### config.mk
export PLATFORM = sky130hd
export DESIGN_NAME = rtc_regfile
export DESIGN_NICKNAME = d
export VERILOG_FILES = /design/src/rtl/rtc_pkg.sv /design/src/rtl/rtc_tick.sv /design/src/rtl/rtc_regs.sv /design/src/rtl/rtc_regfile.sv
export SDC_FILE = /design/constraint.sdc
export NUM_CORES = 1
export LEC_CHECK = 0
export ABC_CLOCK_PERIOD_IN_PS = 2120
export BUFFER_PORTS_ARGS = -buffer_cell sky130_fd_sc_hd__buf_2
export CAP_MARGIN = 15
export CORE_ASPECT_RATIO = 1.4
export CORE_UTILIZATION = 42
export DETAILED_ROUTE_END_ITERATION = 10
export GPL_ROUTABILITY_DRIVEN = 0
export GPL_TIMING_DRIVEN = 0
export PLACE_DENSITY = 0.58
export SETUP_SLACK_MARGIN = 0.2
export SYNTH_ARGS = -nofsm -noshare
export SYNTH_HDL_FRONTEND = slang
export SYNTH_SLANG_ARGS = --single-unit
### constraint.sdc
create_clock -name clk -period 2.12 [get_ports clk]
set_input_delay 0.106 -clock clk [delete_from_list [all_inputs] [get_ports clk]]
set_output_delay 0.106 -clock clk [all_outputs]
set_load 0.03 [all_outputs]
### src/rtl/rtc_pkg.sv
package rtc_pkg;
    localparam logic [3:0] IDX_STAT_A = 4'hA;
    localparam logic [3:0] IDX_STAT_B = 4'hB;
    localparam logic [3:0] IDX_STAT_C = 4'hC;
    localparam logic [3:0] IDX_LAST   = 4'hD;
    localparam logic [7:0] A_RESET    = 8'h26;
    localparam logic [7:0] A_UIP      = 8'h80;
    localparam logic [7:0] B_RESET    = 8'h46;
    localparam logic [7:0] B_PIE      = 8'h40;
    localparam logic [7:0] B_SQWE     = 8'h08;
    localparam logic [7:0] B_FIXED    = 8'h06;

    typedef enum logic {TK_HALT, TK_RUN} tick_state_e;

    function automatic logic [7:0] to_bcd(input int unsigned v);
        int unsigned r;
        r = v % 100;
        return {4'(r / 10), 4'(r % 10)};
    endfunction
endpackage

### src/rtl/rtc_tick.sv
module rtc_tick #(
    parameter int unsigned DIV = 1024
) (
    input  logic clk,
    input  logic rst_n,
    input  logic enable,
    output logic pulse
);
    import rtc_pkg::*;

    localparam int unsigned CW = (DIV > 2) ? $clog2(DIV) : 1;
    localparam logic [CW-1:0] LAST = CW'(DIV - 1);

    tick_state_e state_q, state_d;
    logic [CW-1:0] cnt_q;

    always_comb begin
        state_d = state_q;
        unique case (state_q)
            TK_HALT: if (enable)  state_d = TK_RUN;   // START
            TK_RUN:  if (!enable) state_d = TK_HALT;  // STOP (WRAP stays)
            default: state_d = TK_HALT;
        endcase
    end

    always_ff @(posedge clk) begin
        if (!rst_n) state_q <= TK_HALT;
        else        state_q <= state_d;
    end

    always_ff @(posedge clk) begin
        if (!rst_n) begin
            cnt_q <= '0;
            pulse <= 1'b0;
        end else begin
            pulse <= 1'b0;
            unique case (state_q)
                TK_HALT: cnt_q <= '0;
                TK_RUN: begin
                    if (!enable) begin
                        cnt_q <= '0;
                    end else if (cnt_q == LAST) begin
                        cnt_q <= '0;
                        pulse <= 1'b1;
                    end else begin
                        cnt_q <= cnt_q + 1'b1;
                    end
                end
                default: cnt_q <= '0;
            endcase
        end
    end

    AST_PULSE_NEEDS_EN: assert property (@(posedge clk) disable iff (!rst_n)
        pulse |-> $past(enable));
    AST_PULSE_SINGLE: assert property (@(posedge clk) disable iff (!rst_n)
        pulse |=> !pulse);
    AST_HALT_CLEARS: assert property (@(posedge clk) disable iff (!rst_n)
        (state_q == TK_HALT) |-> (cnt_q == '0));
endmodule

### src/rtl/rtc_regs.sv
module rtc_regs #(
    parameter int unsigned INIT_SEC  = 30,
    parameter int unsigned INIT_MIN  = 45,
    parameter int unsigned INIT_HOUR = 13,
    parameter int unsigned INIT_WDAY = 2,
    parameter int unsigned INIT_MDAY = 15,
    parameter int unsigned INIT_MON  = 6,
    parameter int unsigned INIT_YEAR = 124,
    parameter bit          YEAR_BCD  = 1'b0
) (
    input  logic       clk,
    input  logic       rst_n,
    input  logic       idx_we,
    input  logic       dat_we,
    input  logic       dat_re,
    input  logic [7:0] wdata,
    output logic [7:0] rdata,
    output logic       err,
    output logic       pie
);
    import rtc_pkg::*;

    localparam int unsigned NCAL = 10;

    function automatic logic [7:0] init_byte(input int unsigned i);
        case (i)
            0:       return 8'(INIT_SEC);
            2:       return 8'(INIT_MIN);
            4:       return 8'(INIT_HOUR);
            6:       return 8'(INIT_WDAY + 1);
            7:       return 8'(INIT_MDAY);
            8:       return 8'(INIT_MON + 1);
            9:       return YEAR_BCD ? to_bcd(INIT_YEAR) : 8'(INIT_YEAR);
            default: return 8'h00;
        endcase
    endfunction

    logic [3:0] idx_q;
    logic [7:0] cal_q [NCAL];
    logic [7:0] stat_a, stat_b;
    logic       rd_only;

    assign pie     = stat_b[6];
    assign rd_only = dat_re && !idx_we && !dat_we;

    always_ff @(posedge clk) begin
        if (!rst_n) begin
            idx_q  <= '0;
            stat_a <= A_RESET;
            stat_b <= B_RESET;
            rdata  <= '0;
            err    <= 1'b0;
            for (int i = 0; i < NCAL; i++) cal_q[i] <= init_byte(i);
        end else begin
            err <= 1'b0;
            if (idx_we) begin
                if (wdata <= {4'h0, IDX_LAST}) idx_q <= wdata[3:0];
                else                           err   <= 1'b1;
            end else if (dat_we) begin
                if (idx_q < IDX_STAT_A) begin
                    cal_q[idx_q] <= wdata;
                end else begin
                    case (idx_q)
                        IDX_STAT_A: begin
                            if (wdata == A_RESET) stat_a <= wdata;
                            else                  err    <= 1'b1;
                        end
                        IDX_STAT_B: begin
                            if ((wdata & ~(B_PIE | B_SQWE)) == B_FIXED) stat_b <= wdata;
                            else                                        err    <= 1'b1;
                        end
                        default: err <= 1'b1;
                    endcase
                end
            end else if (dat_re) begin
                if (idx_q < IDX_STAT_A) begin
                    rdata <= cal_q[idx_q];
                end else begin
                    case (idx_q)
                        IDX_STAT_A: begin
                            stat_a <= stat_a ^ A_UIP;
                            rdata  <= stat_a ^ A_UIP;
                        end
                        IDX_STAT_B: rdata <= stat_b;
                        default:    rdata <= 8'h00;
                    endcase
                end
            end
        end
    end

    AST_IDX_IN_RANGE: assert property (@(posedge clk) disable iff (!rst_n)
        idx_q <= IDX_LAST);
    AST_BAD_IDX_FLAGS: assert property (@(posedge clk) disable iff (!rst_n)
        (idx_we && wdata > {4'h0, IDX_LAST}) |=> (err && $stable(idx_q)));
    AST_ERR_CAUSED: assert property (@(posedge clk) disable iff (!rst_n)
        err |-> $past(idx_we || dat_we));
    AST_B_FIXED_BITS: assert property (@(posedge clk) disable iff (!rst_n)
        (stat_b & B_FIXED) == B_FIXED);
    AST_UIP_FLIPS: assert property (@(posedge clk) disable iff (!rst_n)
        (rd_only && idx_q == IDX_STAT_A) |=> (rdata[7] != $past(stat_a[7])));
    AST_CD_ZERO: assert property (@(posedge clk) disable iff (!rst_n)
        (rd_only && idx_q >= IDX_STAT_C) |=> (rdata == 8'h00));
endmodule

### src/rtl/rtc_regfile.sv
module rtc_regfile #(
    parameter int unsigned DIV       = 1024,
    parameter int unsigned INIT_SEC  = 30,
    parameter int unsigned INIT_MIN  = 45,
    parameter int unsigned INIT_HOUR = 13,
    parameter int unsigned INIT_WDAY = 2,
    parameter int unsigned INIT_MDAY = 15,
    parameter int unsigned INIT_MON  = 6,
    parameter int unsigned INIT_YEAR = 124,
    parameter bit          YEAR_BCD  = 1'b0
) (
    input  logic       clk,
    input  logic       rst_n,
    input  logic       idx_we,
    input  logic       dat_we,
    input  logic       dat_re,
    input  logic [7:0] wdata,
    output logic [7:0] rdata,
    output logic       err,
    output logic       irq
);
    logic pie;

    rtc_regs #(
        .INIT_SEC(INIT_SEC), .INIT_MIN(INIT_MIN), .INIT_HOUR(INIT_HOUR),
        .INIT_WDAY(INIT_WDAY), .INIT_MDAY(INIT_MDAY), .INIT_MON(INIT_MON),
        .INIT_YEAR(INIT_YEAR), .YEAR_BCD(YEAR_BCD)
    ) u_regs (
        .clk(clk), .rst_n(rst_n), .idx_we(idx_we), .dat_we(dat_we),
        .dat_re(dat_re), .wdata(wdata), .rdata(rdata), .err(err), .pie(pie)
    );

    rtc_tick #(.DIV(DIV)) u_tick (
        .clk(clk), .rst_n(rst_n), .enable(pie), .pulse(irq)
    );
endmodule

After elaboration in Yosys (flattened, before gate mapping)
Memory sizes are Yosys's and may differ from the RTL's. A register that Yosys moved wholly into a read port is not among the register bits. Cells that the tools add are included.

Input bits: 13. Output and inout bits: 10. Bits in registers: 41. Memories: 1. Memory bits (writable): 80.

Equality and inequality tests: 6. Reductions and logical operators: 8. Bitwise gates (word level): 5. $lt $le $gt $ge: 2. Add/subtract/negate cells: 1. Multiplexer cells: 40.

Memories: u_regs.cal_q (depth 10, bits a word 8, read ports 1, clocked after Yosys merged registers in 1, write ports 10, line rtc_regs.sv:39) `logic [7:0] cal_q [NCAL];`.

Operators by type and width (count): 2-to-1 mux 8 bit (17); 2-to-1 mux 10 bit (2); case mux 10 bit (2 select lines) (1); case mux 8 bit (2 select lines) (1); 2-to-1 mux 1 bit (15); AND reduction 5 bit (3); 2-to-1 mux 4 bit (3); adder 10 x 1 -> 10 bit, second input constant (1); == test 10 bit, second input constant (1); == test 4 bit, second input constant (2); == test 8 x 6 -> 1 bit, second input constant (1); <= comparator 8 x 4 -> 1 bit, second input constant (1); OR reduction 8 bit (1); == test 6 x 3 -> 1 bit, second input constant (1); AND reduction 3 bit (2); inverter 1 bit (5); less-than comparator 4 bit, second input constant (1); inequality test 2 x 1 -> 1 bit, second input constant (1); case mux 1 bit (2 select lines) (1); AND reduction 2 bit (1); nonzero test 2 bit (1).

Depth between registers and ports, before layout
Gate-level depths: netlist of the first run.

Word-level depth: 8. Mapped depth: 6.

By module
Synthesis of the first run repeated with hierarchy kept, for this count alone.

Cells, all modules: 552. Area, all modules: 7360.8 um2.

Modules (own cells, without submodules): rtc_regs (area each 6887.9 um2, seq. area each 4504.3 um2, cells an instance 500, instances 1); rtc_tick (area each 473.0 um2, seq. area each 240.2 um2, cells an instance 52, instances 1).

Worst setup path after synthesis of the first run
No wires, ideal clock.

Kind: register to register. Start point: register u_regs.idx_q[1]. End point: memory u_regs.cal_q[9][0], enable pin. Data arrival time: 1.594 ns. Stages on the path, launching flop included: 4. Data required time: 1.722 ns. Setup slack: 0.128 ns. Buffers on the path: 1. Period minus slack after synthesis: 1.992 ns. Library setup time: 0.398 ns. Cell sequence: dfxtp_1 -> clkbuf_1 -> nand2b_1 -> o41ai_1.

RTL lines: from (decl) (line rtc_regs.sv:38) `logic [3:0] idx_q;`; from (signal assigned) (line rtc_regs.sv:57) `if (wdata <= {4'h0, IDX_LAST}) idx_q <= wdata[3:0];`; to (decl) (line rtc_regs.sv:39).

==> impl_metrics.prom, run 1 <==
# TYPE chip_impl_metric gauge
chip_impl_metric{name="final.hold.worst_slack",unit="ps"} 35.2
chip_impl_info{name="ctsRootBufferMaster",value="clkbuf_16"} 1
chip_impl_metric{name="final-max-slew-violation-count",unit=""} 0
chip_impl_metric{name="vdd_ir_drop_max",unit="mV"} 0.504
chip_impl_metric{name="wl_met1",unit="um"} 6280
chip_impl_metric{name="grt_util_all_layers",unit="%"} 19.6
chip_impl_metric{name="dr_wl_met2",unit="um"} 8820
chip_impl_metric{name="cp_max_fo",unit=""} 5
chip_impl_metric{name="grt_start_max_net_pins",unit=""} 17
chip_impl_metric{name="cp_data_arrival_time",unit="ps"} 2260
chip_impl_metric{name="postRouteWirelength",unit="um"} 16500
chip_impl_metric{name="area.growth.synth_to_final",unit="%"} 21.6
chip_impl_metric{name="cp.required",unit="ps"} 2450
chip_impl_metric{name="setup-violations-final",unit=""} 0
chip_impl_metric{name="grt_antenna_before_repair",unit=""} 0
chip_impl_metric{name="power-per-cell-area",unit="nW/um^2"} 855
chip_impl_metric{name="area_of_the_mapped_netlist",unit="um^2"} 7260
chip_impl_metric{name="post_synth_top_area_share",unit="%"} 52.9
chip_impl_metric{name="cts.path.max_buffers",unit=""} 2
chip_impl_info{name="rsz0062_at_grt",value="yes"} 1
chip_impl_metric{name="initial_utilization",unit="%"} 43.2
chip_impl_info{name="synth_top_cells_by_area",value="edfxtp_1, dfxtp_1, mux2i_1"} 1
chip_impl_metric{name="ctsHtreeMaxLevel",unit=""} 4
chip_impl_info{name="worstSetupEndpointType",value="register"} 1
chip_impl_metric{name="final_antenna_net_count",unit=""} 0
chip_impl_metric{name="slew_headroom",unit="%"} 28.1
chip_impl_metric{name="finalNetCount",unit=""} 643
chip_impl_metric{name="vias_per_std_cell",unit=""} 5.39
chip_impl_metric{name="achievable-frequency",unit="GHz"} 0.517
chip_impl_info{name="dominantRegCellSynth",value="edfxtp_1"} 1
chip_impl_metric{name="asyncSetResetFlopFracSynth",unit="%"} 0
chip_impl_metric{name="final_core_utilization",unit="%"} 52.5
chip_impl_metric{name="die_y",unit="um"} 158
chip_impl_metric{name="ys_warn_count",unit=""} 0
chip_impl_info{name="layout_common_cells",value="edfxtp_1, nor2_1, conb_1, dfxtp_1, mux2i_1"} 1
chip_impl_metric{name="cts_sinks",unit=""} 173
chip_impl_metric{name="yosysSeqAreaShare",unit="%"} 65.3
chip_impl_metric{name="first_global_vias",unit=""} 4618
chip_impl_metric{name="first_iter_violations",unit=""} 238
chip_impl_metric{name="clk_pin_slew",unit="ps"} 70
chip_impl_metric{name="final_period_minus_worst_setup_slack",unit="ps"} 1930
chip_impl_info{name="status",value="complete, no violations"} 1
chip_impl_metric{name="clock_insertion_delay_at_the_later_pin_of_the_skew_report",unit="ps"} 430
chip_impl_info{name="dr.max_layer_used",value="met4"} 1
chip_impl_metric{name="globalRoute.totalOverflow",unit=""} 0
chip_impl_metric{name="cts_inserted_buffers",unit=""} 17
chip_impl_metric{name="synth_enable_flop_cells",unit=""} 128
chip_impl_metric{name="boundaryPins",unit=""} 23
chip_impl_metric{name="first_pass_grt_wire_length",unit="um"} 25000
chip_impl_metric{name="die_area",unit="um^2"} 17800
chip_impl_metric{name="numPortBuffers",unit=""} 22
chip_impl_metric{name="placeableCoreArea",unit="um^2"} 16800
chip_impl_metric{name="synth_cell_types",unit=""} 53
chip_impl_metric{name="chipWidth",unit="um"} 113
chip_impl_metric{name="post_dp_cell_area",unit="um^2"} 7810
chip_impl_metric{name="fill_cells",unit=""} 1493
chip_impl_info{name="path_cells",value="clkbuf_4 -> mux4_1 -> a22oi_2 -> o311ai_1 -> a22o_1"} 1
chip_impl_info{name="layout_commonest_cell",value="edfxtp_1"} 1
chip_impl_metric{name="syn_avg_cell_area",unit="um^2"} 13.7
chip_impl_metric{name="synthesized_instance_count",unit=""} 530
chip_impl_metric{name="placementRows",unit=""} 56
chip_impl_info{name="holdCritPathClass",value="in -> reg"} 1
chip_impl_metric{name="wl_per_cell",unit="um"} 19.5
chip_impl_metric{name="p_leak",unit="nW"} 3.16
chip_impl_metric{name="post_route_cells_drive_above_1_share",unit="%"} 22.3
chip_impl_metric{name="hold_viol",unit=""} 0
chip_impl_metric{name="transition_time_at_the_pin_with_the_least_slew_margin",unit="ps"} 1080
chip_impl_metric{name="postLayoutCellArea",unit="um^2"} 8830
chip_impl_metric{name="drtPass1Iterations",unit=""} 5
chip_impl_metric{name="drc",unit=""} 0
chip_impl_metric{name="final_min_period_over_clock_period",unit="%"} 91.3
chip_impl_metric{name="diodes",unit=""} 0
chip_impl_metric{name="yosys_register_bits",unit=""} 173
chip_impl_metric{name="dr_total_vias",unit=""} 4553
chip_impl_metric{name="timing.clock.skew",unit="ps"} 8.11
chip_impl_info{name="critical_path.startpoint_type",value="register"} 1
chip_impl_metric{name="dp.final_hpwl",unit="um"} 12000
chip_impl_info{name="cpMaxStageDelayCell",value="mux4_1"} 1
chip_impl_info{name="tritoncts",value="built"} 1
chip_impl_info{name="synth_area_leader_cell",value="edfxtp_1"} 1
chip_impl_metric{name="maxCapViolations",unit=""} 0
chip_impl_metric{name="crit_path_max_incr_delay",unit="ps"} 610
chip_impl_info{name="path_class",value="reg -> reg"} 1
chip_impl_metric{name="met3_wirelength",unit="um"} 570
[synthesized netlist by cell type, types with 3 or more instances]
library cell  count
edfxtp_1        128
nor2_1           69
dfxtp_1          45
mux2i_1          36
nand2_1          35
a22o_1           24
and2_1           19
and3_1           16
nand2b_1         15
nand3_1          15
inv_1            11
buf_2            10
mux4_2            9
a221oi_1          8
o311ai_1          8
a22oi_1           7
mux4_1            7
a21oi_1           5
buf_1             5
nor2b_1           5
xor2_1            5
nand4_1           4
buf_4             3
clkbuf_1          3
nand3b_1          3
[cell families (layout without fill, tap and decap cells)]
family | after synthesis | after routing | synth area share, %
AND/OR/NAND/NOR | 197 | 197 | 13.6
flip-flops | 173 | 173 | 65.3
AO/OA/AOI/OAI | 63 | 63 | 7.15
multiplexers | 52 | 52 | 10.3
buffers and inverters | 36 | 101 | 2.57
XOR/XNOR | 7 | 7 | 0.844
adder cells (fa/ha/maj) | 1 | 1 | 0.172
other | 1 | 48 | 0.0516
[layer usage]
metal | up-vias | track usage [%]
li1 | 2144 | -
met1 | 2256 | 20.5
met2 | 112 | 35.9
met3 | 41 | 3.45
met4 | 0 | 13.3
met5 | - | 0
[layout make-up]
class                      count  area, um^2  area share (%)
multi-input combinational    368        2740            31.0
inverter                      12        45.0           0.510
buffer                        24         165            1.87
clock inverter                15         231            2.62
timing repair buffer          33         223            2.52
sequential                   173        4750            53.8
clock buffer                  17         425            4.82
tap                          203         254            2.88
[flip-flops by register name, summed over array words and instances, names as in the netlist, named ones only]
register,flops
u_tick.cnt_q,10
u_regs.stat_b,8
u_regs.idx_q,4
u_tick.state_q,1
u_tick.pulse,1
u_regs.cal_q,128
u_regs.rdata,8
u_regs.stat_a,8
u_regs.err,1
[what timing repair did]
item / 4_1_cts / 5_1_grt
pin swaps: 5 / 10
gates cloned: 2 / 0
hold buffers: 1 / 0
buffers inserted: 4 / 4
endpoints found under the hold margin: 1 / 0
gates resized for setup: 42 / 31
endpoints found under the setup margin: 168 / 146
[through the flow]
step / setup slack, ps / cells / total power, mW / TNS [ps]
2_1_floorplan: 355 / 577 / 4.00 / 0
3_3_place_gp: -254 / 802 / 4.11 / -13730
3_5_place_dp: -335 / 802 / 4.13 / -17660
4_1_cts: 119 / 841 / 7.57 / 0
5_1_grt: 127 / 845 / 7.74 / 0
6_report: 185 / 845 / 7.55 / 0
[where the power goes]
group          switching, mW  leakage (nW)  internal [mW]
Sequential            0.0303          1.55           3.73
Combinational          0.224          1.31          0.107
Clock                   1.34         0.311           2.11
[worst max-delay path, delay by kind of cell, from the launching register on]
family                 cells  cell delay [ps]
multiplexers               1              610
buffers and inverters      1              210
flip-flops                 1              370
AO/OA/AOI/OAI              3              640
[worst paths after layout]
path	startpoint	end	slack [ps]	cells after the start
max	register	u_regs.rdata[1]	190	5
min reg2reg	u_regs.stat_a[5]	u_regs.stat_a[5]	460	1
min	wdata[0]	u_regs.cal_q[2][0]	40	2
max reg2reg	register	u_regs.rdata[1]	190	5
Power figures use the tool's default switching activity.
==> inputs of run 2 (changes only) <==
--- a/config.mk
+++ b/config.mk
@@ -8,7 +8,7 @@
 export ABC_CLOCK_PERIOD_IN_PS = 2120
 export BUFFER_PORTS_ARGS = -buffer_cell sky130_fd_sc_hd__buf_2
 export CAP_MARGIN = 15
-export CORE_ASPECT_RATIO = 1.4
+export CORE_ASPECT_RATIO = 1.1
 export CORE_UTILIZATION = 42
 export DETAILED_ROUTE_END_ITERATION = 10
 export GPL_ROUTABILITY_DRIVEN = 0
==> run 2 against run 1 <==
  * Flip-flop and latch count stayed put
  * Routed wire length increased by 1.4%
  * Via count up 0.31%
  * Sequential share of layout area fell by 1.1 points
  * Count of clock-buffer cells in the layout rose by 1
  * Sequential power barely moved
  * Combinational power grew 5%
  * Power down 1.9%
  * Fmax decreased by 3.5%
  * Critical path depth increased by 2
  * Largest cell class unchanged
==> impl_metrics.prom, run 2 (synthesis results as in run 1) <==
# TYPE chip_impl_metric gauge
chip_impl_metric{name="drc",unit=""} 0
chip_impl_metric{name="placeableCoreArea",unit="um^2"} 17000
chip_impl_info{name="rsz0062_at_grt",value="yes"} 1
chip_impl_metric{name="final_cells",unit=""} 883
chip_impl_metric{name="cts.path.max_buffers",unit=""} 2
chip_impl_metric{name="chipWidth",unit="um"} 127
chip_impl_metric{name="final.setup.worst_slack",unit="ps"} 114
chip_impl_metric{name="finalNetCount",unit=""} 650
chip_impl_metric{name="initial_utilization",unit="%"} 42.8
chip_impl_metric{name="die_y",unit="um"} 140
chip_impl_metric{name="dp_cells",unit=""} 833
chip_impl_info{name="layout_common_cells",value="edfxtp_1, nor2_1, conb_1, dfxtp_1, mux2i_1"} 1
chip_impl_metric{name="first_pass_grt_wire_length",unit="um"} 25900
chip_impl_metric{name="clk_pin_slew",unit="ps"} 70
chip_impl_metric{name="achievable-frequency",unit="GHz"} 0.499
chip_impl_metric{name="slew_headroom",unit="%"} 29.1
chip_impl_info{name="critical_path.startpoint_type",value="register"} 1
chip_impl_info{name="path_class",value="reg -> reg"} 1
chip_impl_metric{name="cp.required",unit="ps"} 2440
chip_impl_metric{name="final_antenna_net_count",unit=""} 0
chip_impl_metric{name="final-max-slew-violation-count",unit=""} 0
chip_impl_info{name="largestRegisters",value="u_regs.cal_q (128), u_tick.cnt_q (10)"} 1
chip_impl_metric{name="wl_per_cell",unit="um"} 18.9
chip_impl_metric{name="postLayoutCellArea",unit="um^2"} 9010
chip_impl_info{name="worstSetupEndpointType",value="register"} 1
chip_impl_metric{name="ctsHtreeMaxLevel",unit=""} 4
chip_impl_info{name="hp-start",value="wdata[0]"} 1
chip_impl_metric{name="post_route_cells_drive_above_1_share",unit="%"} 23.3
chip_impl_metric{name="final.hold.worst_slack",unit="ps"} 37.3
chip_impl_metric{name="vdd_ir_drop_max",unit="mV"} 0.568
chip_impl_info{name="min_to",value="u_regs.cal_q[2][0]"} 1
chip_impl_info{name="tritoncts",value="built"} 1
chip_impl_metric{name="cts_inserted_buffers",unit=""} 17
chip_impl_info{name="register_with_the_most_flip_flops",value="u_regs.cal_q"} 1
chip_impl_metric{name="dp.final_hpwl",unit="um"} 11700
chip_impl_metric{name="whs_path_depth",unit=""} 2
chip_impl_info{name="layout_commonest_cell",value="edfxtp_1"} 1
chip_impl_metric{name="power-per-cell-area",unit="nW/um^2"} 822
chip_impl_metric{name="setup-violations-final",unit=""} 0
chip_impl_metric{name="cp_max_fo",unit=""} 5
chip_impl_metric{name="drtPass1Iterations",unit=""} 6
chip_impl_metric{name="placementRows",unit=""} 50
chip_impl_metric{name="post_dp_cell_area",unit="um^2"} 7850
chip_impl_metric{name="hold_viol",unit=""} 0
chip_impl_metric{name="postRouteWirelength",unit="um"} 16700
chip_impl_metric{name="clock_insertion_delay_at_the_later_pin_of_the_skew_report",unit="ps"} 430
chip_impl_metric{name="transition_time_at_the_pin_with_the_least_slew_margin",unit="ps"} 1060
chip_impl_metric{name="maxCapViolations",unit=""} 0
chip_impl_metric{name="sum_of_negative_setup_slack",unit="ps"} 0
chip_impl_metric{name="die_area",unit="um^2"} 17800
chip_impl_metric{name="dr_total_vias",unit=""} 4567
chip_impl_metric{name="final_core_utilization",unit="%"} 53.1
chip_impl_metric{name="globalRoute.totalOverflow",unit=""} 0
chip_impl_metric{name="regToRegSetupSlack",unit="ps"} 110
chip_impl_metric{name="area.growth.synth_to_final",unit="%"} 24.1
chip_impl_metric{name="cp_data_arrival_time",unit="ps"} 2330
chip_impl_metric{name="largest_register_ff_count",unit=""} 128
chip_impl_metric{name="r2r.worst_path.cells",unit=""} 7
chip_impl_info{name="ctsRootBufferMaster",value="clkbuf_16"} 1
chip_impl_metric{name="timing.clock.skew",unit="ps"} 9.44
chip_impl_metric{name="final_period_minus_worst_setup_slack",unit="ps"} 2010
chip_impl_metric{name="vias_per_std_cell",unit=""} 5.17
chip_impl_metric{name="cts_sinks",unit=""} 173
chip_impl_metric{name="grt_start_max_net_pins",unit=""} 17
chip_impl_metric{name="final_min_period_over_clock_period",unit="%"} 94.6
chip_impl_metric{name="power",unit="mW"} 7.40
chip_impl_metric{name="first_global_vias",unit=""} 4678
chip_impl_metric{name="place_ws",unit="ps"} -287
chip_impl_metric{name="boundaryPins",unit=""} 23
chip_impl_metric{name="grt_util_all_layers",unit="%"} 20.2
chip_impl_info{name="holdCritPathClass",value="in -> reg"} 1
chip_impl_metric{name="p_leak",unit="nW"} 3.24
chip_impl_metric{name="diodes",unit=""} 0
chip_impl_metric{name="numPortBuffers",unit=""} 22
chip_impl_metric{name="first_iter_violations",unit=""} 395
chip_impl_info{name="r2r-end",value="u_regs.rdata[6]"} 1
chip_impl_info{name="status",value="complete, no violations"} 1
chip_impl_metric{name="grt_antenna_before_repair",unit=""} 0
-- run 2: changes by cell type in the layout (fill, tap and decap cells not counted), sizes merged --
cell    delta
buf        +9
bufinv     -1
clkinv     +4
inv        -4
bufbuf     +1
clkbuf     -2
-- run 2: where the power goes --
group	internal [mW]	leakage, nW	switching, mW	total [mW]
Sequential	3.73	1.55	0.0316	3.76
Clock	1.97	0.296	1.32	3.29
Combinational	0.121	1.39	0.227	0.348
-- run 2: worst max-delay path: stages, from the launching register on --
cell,delay [ps]
dfxtp_4,380
buf_8,130
buf_12,100
buf_16,110
mux4_2,510
a22oi_2,310
o311ai_4,160
a22o_1,200
-- run 2: how the worst max path moves through the flow --
stage | from | cells past startpoint | slack, ps | end
3_3_place_gp | u_regs.idx_q[2] | 5 | -270 | u_regs.cal_q[13][5]
4_1_cts | u_regs.idx_q[2] | 5 | 90 | u_regs.cal_q[9][6]
2_1_floorplan | u_regs.idx_q[1] | 5 | 350 | u_regs.cal_q[6][0]
3_5_place_dp | u_regs.idx_q[2] | 5 | -290 | u_regs.cal_q[15][5]
5_1_grt | register | 7 | 80 | u_regs.rdata[6]
6_report | register | 7 | 110 | u_regs.rdata[6]
-- run 2: repair_timing --
action / in CTS / in global routing
hold buffers: 1 / 0
buffers inserted: 7 / 8
hold endpoints to repair: 1 / 0
resized for setup: 61 / 17
gates cloned: 2 / 0
pin swaps: 15 / 7
setup endpoints to repair: 169 / 141
-- run 2: per-layer routing --
metal	up-vias	GRT usage (%)	part of all wire, %
li1	2157	-	-
met1	2269	25.0	42
met2	117	34.1	51
met3	24	4.20	4.2
met4	0	8.96	2.4
met5	-	0	0
-- run 2: layout make-up --
type	count	area, um^2
plain buffers	24	156
clock buffers	18	429
clock inverters	14	194
fillers	1419	7950
inverters	12	45.0
multi-input cells	368	2800
flip-flops and latches	173	4750
well taps	234	293
repair buffers	40	347
==> inputs of run 3 (changes only) <==
--- a/config.mk
+++ b/config.mk
@@ -5,7 +5,7 @@
 export SDC_FILE = /design/constraint.sdc
 export NUM_CORES = 1
 export LEC_CHECK = 0
-export ABC_CLOCK_PERIOD_IN_PS = 2120
+export ABC_CLOCK_PERIOD_IN_PS = 2300
 export BUFFER_PORTS_ARGS = -buffer_cell sky130_fd_sc_hd__buf_2
 export CAP_MARGIN = 15
 export CORE_ASPECT_RATIO = 1.1
@@ -13,8 +13,9 @@
 export DETAILED_ROUTE_END_ITERATION = 10
 export GPL_ROUTABILITY_DRIVEN = 0
 export GPL_TIMING_DRIVEN = 0
-export PLACE_DENSITY = 0.58
+export PLACE_DENSITY = 0.56
 export SETUP_SLACK_MARGIN = 0.2
+export SLEW_MARGIN = 0
 export SYNTH_ARGS = -nofsm -noshare
 export SYNTH_HDL_FRONTEND = slang
 export SYNTH_SLANG_ARGS = --single-unit
==> constraint.sdc (replaced) <==
create_clock -name clk -period 2.3 [get_ports clk]
set_input_delay 0.115 -clock clk [delete_from_list [all_inputs] [get_ports clk]]
set_output_delay 0.115 -clock clk [all_outputs]
set_load 0.03 [all_outputs]
==> run 3 against run 2 <==
  * Global-route usage down 0.15 points
  * Clock skew up 3.1 ps
  * Register-to-register slack better by 140 ps
  * Final area down 4.8%
  * Critical path type unchanged
  * Critical endpoint is now u_regs.rdata[5]
  * Highest routed layer unchanged
==> impl_metrics.prom, run 3 (synthesis results as in run 1) <==
# TYPE chip_impl_metric gauge
chip_impl_metric{name="achievable-frequency",unit="GHz"} 0.489
chip_impl_metric{name="gr-usage-met1",unit="%"} 26.0
chip_impl_metric{name="vias_per_std_cell",unit=""} 5.25
chip_impl_metric{name="cp_num_cells",unit=""} 6
chip_impl_metric{name="die_y",unit="um"} 140
chip_impl_metric{name="vdd_ir_drop_max",unit="mV"} 0.543
chip_impl_info{name="path_class",value="reg -> reg"} 1
chip_impl_metric{name="clk_pin_slew",unit="ps"} 70
chip_impl_metric{name="numPortBuffers",unit=""} 22
chip_impl_metric{name="intPower",unit="mW"} 5.17
chip_impl_metric{name="transition_time_at_the_pin_with_the_least_slew_margin",unit="ps"} 877
chip_impl_metric{name="final_min_period_over_clock_period",unit="%"} 89.0
chip_impl_metric{name="fill_cells",unit=""} 1502
chip_impl_metric{name="postRouteWirelength",unit="um"} 16500
chip_impl_metric{name="whs_path_depth",unit=""} 2
chip_impl_metric{name="final_period_minus_worst_setup_slack",unit="ps"} 2050
chip_impl_metric{name="slew_headroom",unit="%"} 41.5
chip_impl_metric{name="timing.critical_path.buf_inv",unit=""} 2
chip_impl_metric{name="cts_inserted_buffers",unit=""} 17
chip_impl_metric{name="globalRoute.totalOverflow",unit=""} 0
chip_impl_info{name="ctsRootBufferMaster",value="clkbuf_16"} 1
chip_impl_metric{name="crit_path_max_incr_delay",unit="ps"} 350
chip_impl_metric{name="finalNetCount",unit=""} 634
chip_impl_metric{name="placementRows",unit=""} 50
chip_impl_metric{name="final.hold.worst_slack",unit="ps"} 42.9
chip_impl_metric{name="drtPass1Iterations",unit=""} 5
chip_impl_metric{name="hold_viol",unit=""} 0
chip_impl_metric{name="die_area",unit="um^2"} 17800
chip_impl_metric{name="cts_sinks",unit=""} 173
chip_impl_metric{name="met3_usage",unit="%"} 4.51
chip_impl_metric{name="final_cells",unit=""} 867
chip_impl_metric{name="cp_data_arrival_time",unit="ps"} 2380
chip_impl_metric{name="p_leak",unit="nW"} 3.08
chip_impl_metric{name="dp_cells",unit=""} 834
chip_impl_metric{name="dp.final_hpwl",unit="um"} 11700
chip_impl_metric{name="post_route_cells_drive_above_1_share",unit="%"} 17.1
chip_impl_metric{name="cp.required",unit="ps"} 2640
chip_impl_metric{name="cts_post_setup_buffers_inserted",unit=""} 0
chip_impl_metric{name="power-per-cell-area",unit="nW/um^2"} 770
chip_impl_metric{name="dr_total_vias",unit=""} 4555
chip_impl_info{name="worst_path_most_repeated_cell",value="buf_4"} 1
chip_impl_info{name="largestRegisters",value="u_regs.cal_q (128), u_tick.cnt_q (10)"} 1
chip_impl_metric{name="maxCapViolations",unit=""} 0
chip_impl_metric{name="p_sw_share",unit="%"} 21.7
chip_impl_metric{name="first_pass_grt_wire_length",unit="um"} 25700
chip_impl_metric{name="cts.path.max_buffers",unit=""} 2
chip_impl_metric{name="clock_insertion_delay_at_the_later_pin_of_the_skew_report",unit="ps"} 440
chip_impl_info{name="rsz0062_at_grt",value="yes"} 1
chip_impl_metric{name="grt_start_max_net_pins",unit=""} 17
chip_impl_info{name="layout_common_cells",value="edfxtp_1, nor2_1, conb_1, dfxtp_1, mux2i_1"} 1
chip_impl_info{name="tritoncts",value="built"} 1
chip_impl_metric{name="initial_utilization",unit="%"} 42.8
chip_impl_metric{name="wl_per_cell",unit="um"} 19.0
chip_impl_metric{name="first_global_vias",unit=""} 4599
chip_impl_metric{name="grt_util_all_layers",unit="%"} 20.0
chip_impl_metric{name="final_antenna_net_count",unit=""} 0
chip_impl_metric{name="boundaryPins",unit=""} 23
chip_impl_metric{name="timing.clock.skew",unit="ps"} 12.6
chip_impl_metric{name="largest_register_ff_count",unit=""} 128
chip_impl_info{name="status",value="complete, no violations"} 1
chip_impl_metric{name="clock_power_share",unit="%"} 43.2
chip_impl_metric{name="sum_of_negative_setup_slack",unit="ps"} 0
chip_impl_info{name="register_with_the_most_flip_flops",value="u_regs.cal_q"} 1
chip_impl_metric{name="r2r.worst_path.cells",unit=""} 6
chip_impl_info{name="globalRoute.busiestLayer",value="met2"} 1
chip_impl_metric{name="p_switching",unit="mW"} 1.43
chip_impl_metric{name="grt.met2_usage",unit="%"} 32.5
chip_impl_metric{name="area.growth.synth_to_final",unit="%"} 18.1
chip_impl_info{name="worstSetupEndpointType",value="register"} 1
chip_impl_info{name="holdCritPathClass",value="in -> reg"} 1
chip_impl_metric{name="power.sequential.fraction",unit="%"} 52.5
chip_impl_metric{name="drc",unit=""} 0
chip_impl_info{name="path_cells",value="buf_4 -> buf_4 -> mux4_1 -> a22oi_1 -> o311ai_1 -> a22o_1"} 1
chip_impl_info{name="timing.critical_path.max_delay_family",value="compound AO/OA/AOI/OAI gates"} 1
chip_impl_info{name="critical_path.startpoint_type",value="register"} 1
chip_impl_metric{name="ctsHtreeMaxLevel",unit=""} 4
chip_impl_metric{name="first_iter_violations",unit=""} 443
chip_impl_metric{name="placeableCoreArea",unit="um^2"} 17000
chip_impl_metric{name="chipWidth",unit="um"} 127
chip_impl_metric{name="setup-violations-final",unit=""} 0
chip_impl_metric{name="grt_antenna_before_repair",unit=""} 0
chip_impl_metric{name="cp_max_fo",unit=""} 10
chip_impl_metric{name="diodes",unit=""} 0
chip_impl_metric{name="final-max-slew-violation-count",unit=""} 0
chip_impl_info{name="layout_commonest_cell",value="edfxtp_1"} 1
chip_impl_metric{name="power.share.combinational",unit="%"} 4.3
chip_impl_info{name="cpMaxStageDelayCell",value="dfxtp_1"} 1
## run 3: changes by cell type in the layout (fill, tap and decap cells not counted), sizes merged
| cell | previous run | this run |
|---|---|---|
| clkbuf | 21 | 28 |
| clkinv | 7 | 4 |
| bufbuf | 1 | 0 |
| bufinv | 4 | 0 |
| inv | 12 | 17 |
| clkinvlp | 3 | 0 |
| buf | 59 | 42 |
## run 3: path summary, 6_finish.rpt
kind / startpoint / end / slack, ps
max: register / u_regs.rdata[5] / 250
max reg2reg: register / u_regs.rdata[5] / 250
min reg2reg: u_regs.stat_a[2] / u_regs.stat_a[2] / 450
min: rst_n / u_tick.state_q / 40
## run 3: timing repair
item,CTS,global route
resized for setup,12,21
hold buffers,1,0
setup endpoints to repair,97,129
hold endpoints to repair,1,0
## run 3: power by group through the flow
| stage | sequential [mW] | combinational [mW] | clock, mW |
|---|---|---|---|
| 5_1_grt | 3.48 | 0.306 | 3.02 |
| 6_report | 3.47 | 0.281 | 2.85 |
| 4_1_cts | 3.47 | 0.272 | 2.90 |
| 3_5_place_dp | 3.54 | 0.266 | 0 |
| 3_3_place_gp | 3.53 | 0.262 | 0 |
| 2_1_floorplan | 3.54 | 0.152 | 0 |
## run 3: layout make-up
cell class	instances	area [um^2]	share of cell area (%)
Multi-Input combinational cell	368	2620	30.5
Clock inverter	9	67.6	0.788
Inverter	12	45.0	0.525
Clock buffer	23	531	6.19
Tap cell	234	293	3.41
Buffer	24	150	1.75
Sequential cell	173	4740	55.3
Timing Repair Buffer	24	128	1.49
## run 3: routing by layer
layer	part of all wire [%]	up-vias
met5	0	-
met4	2.5	0
met3	4.3	34
met2	49	116
met1	44	2267
li1	-	2138
## run 3: metrics by stage
step	power, mW	utilization (%)	area [um^2]	setup WS [ps]
global placement	3.79	46.2	7840	-614
detailed placement	3.80	46.3	7860	-93.6
global route	6.80	50.6	8570	149
finish	6.60	50.6	8570	254
CTS	6.64	50.1	8500	103
floorplan	3.69	-	7440	308
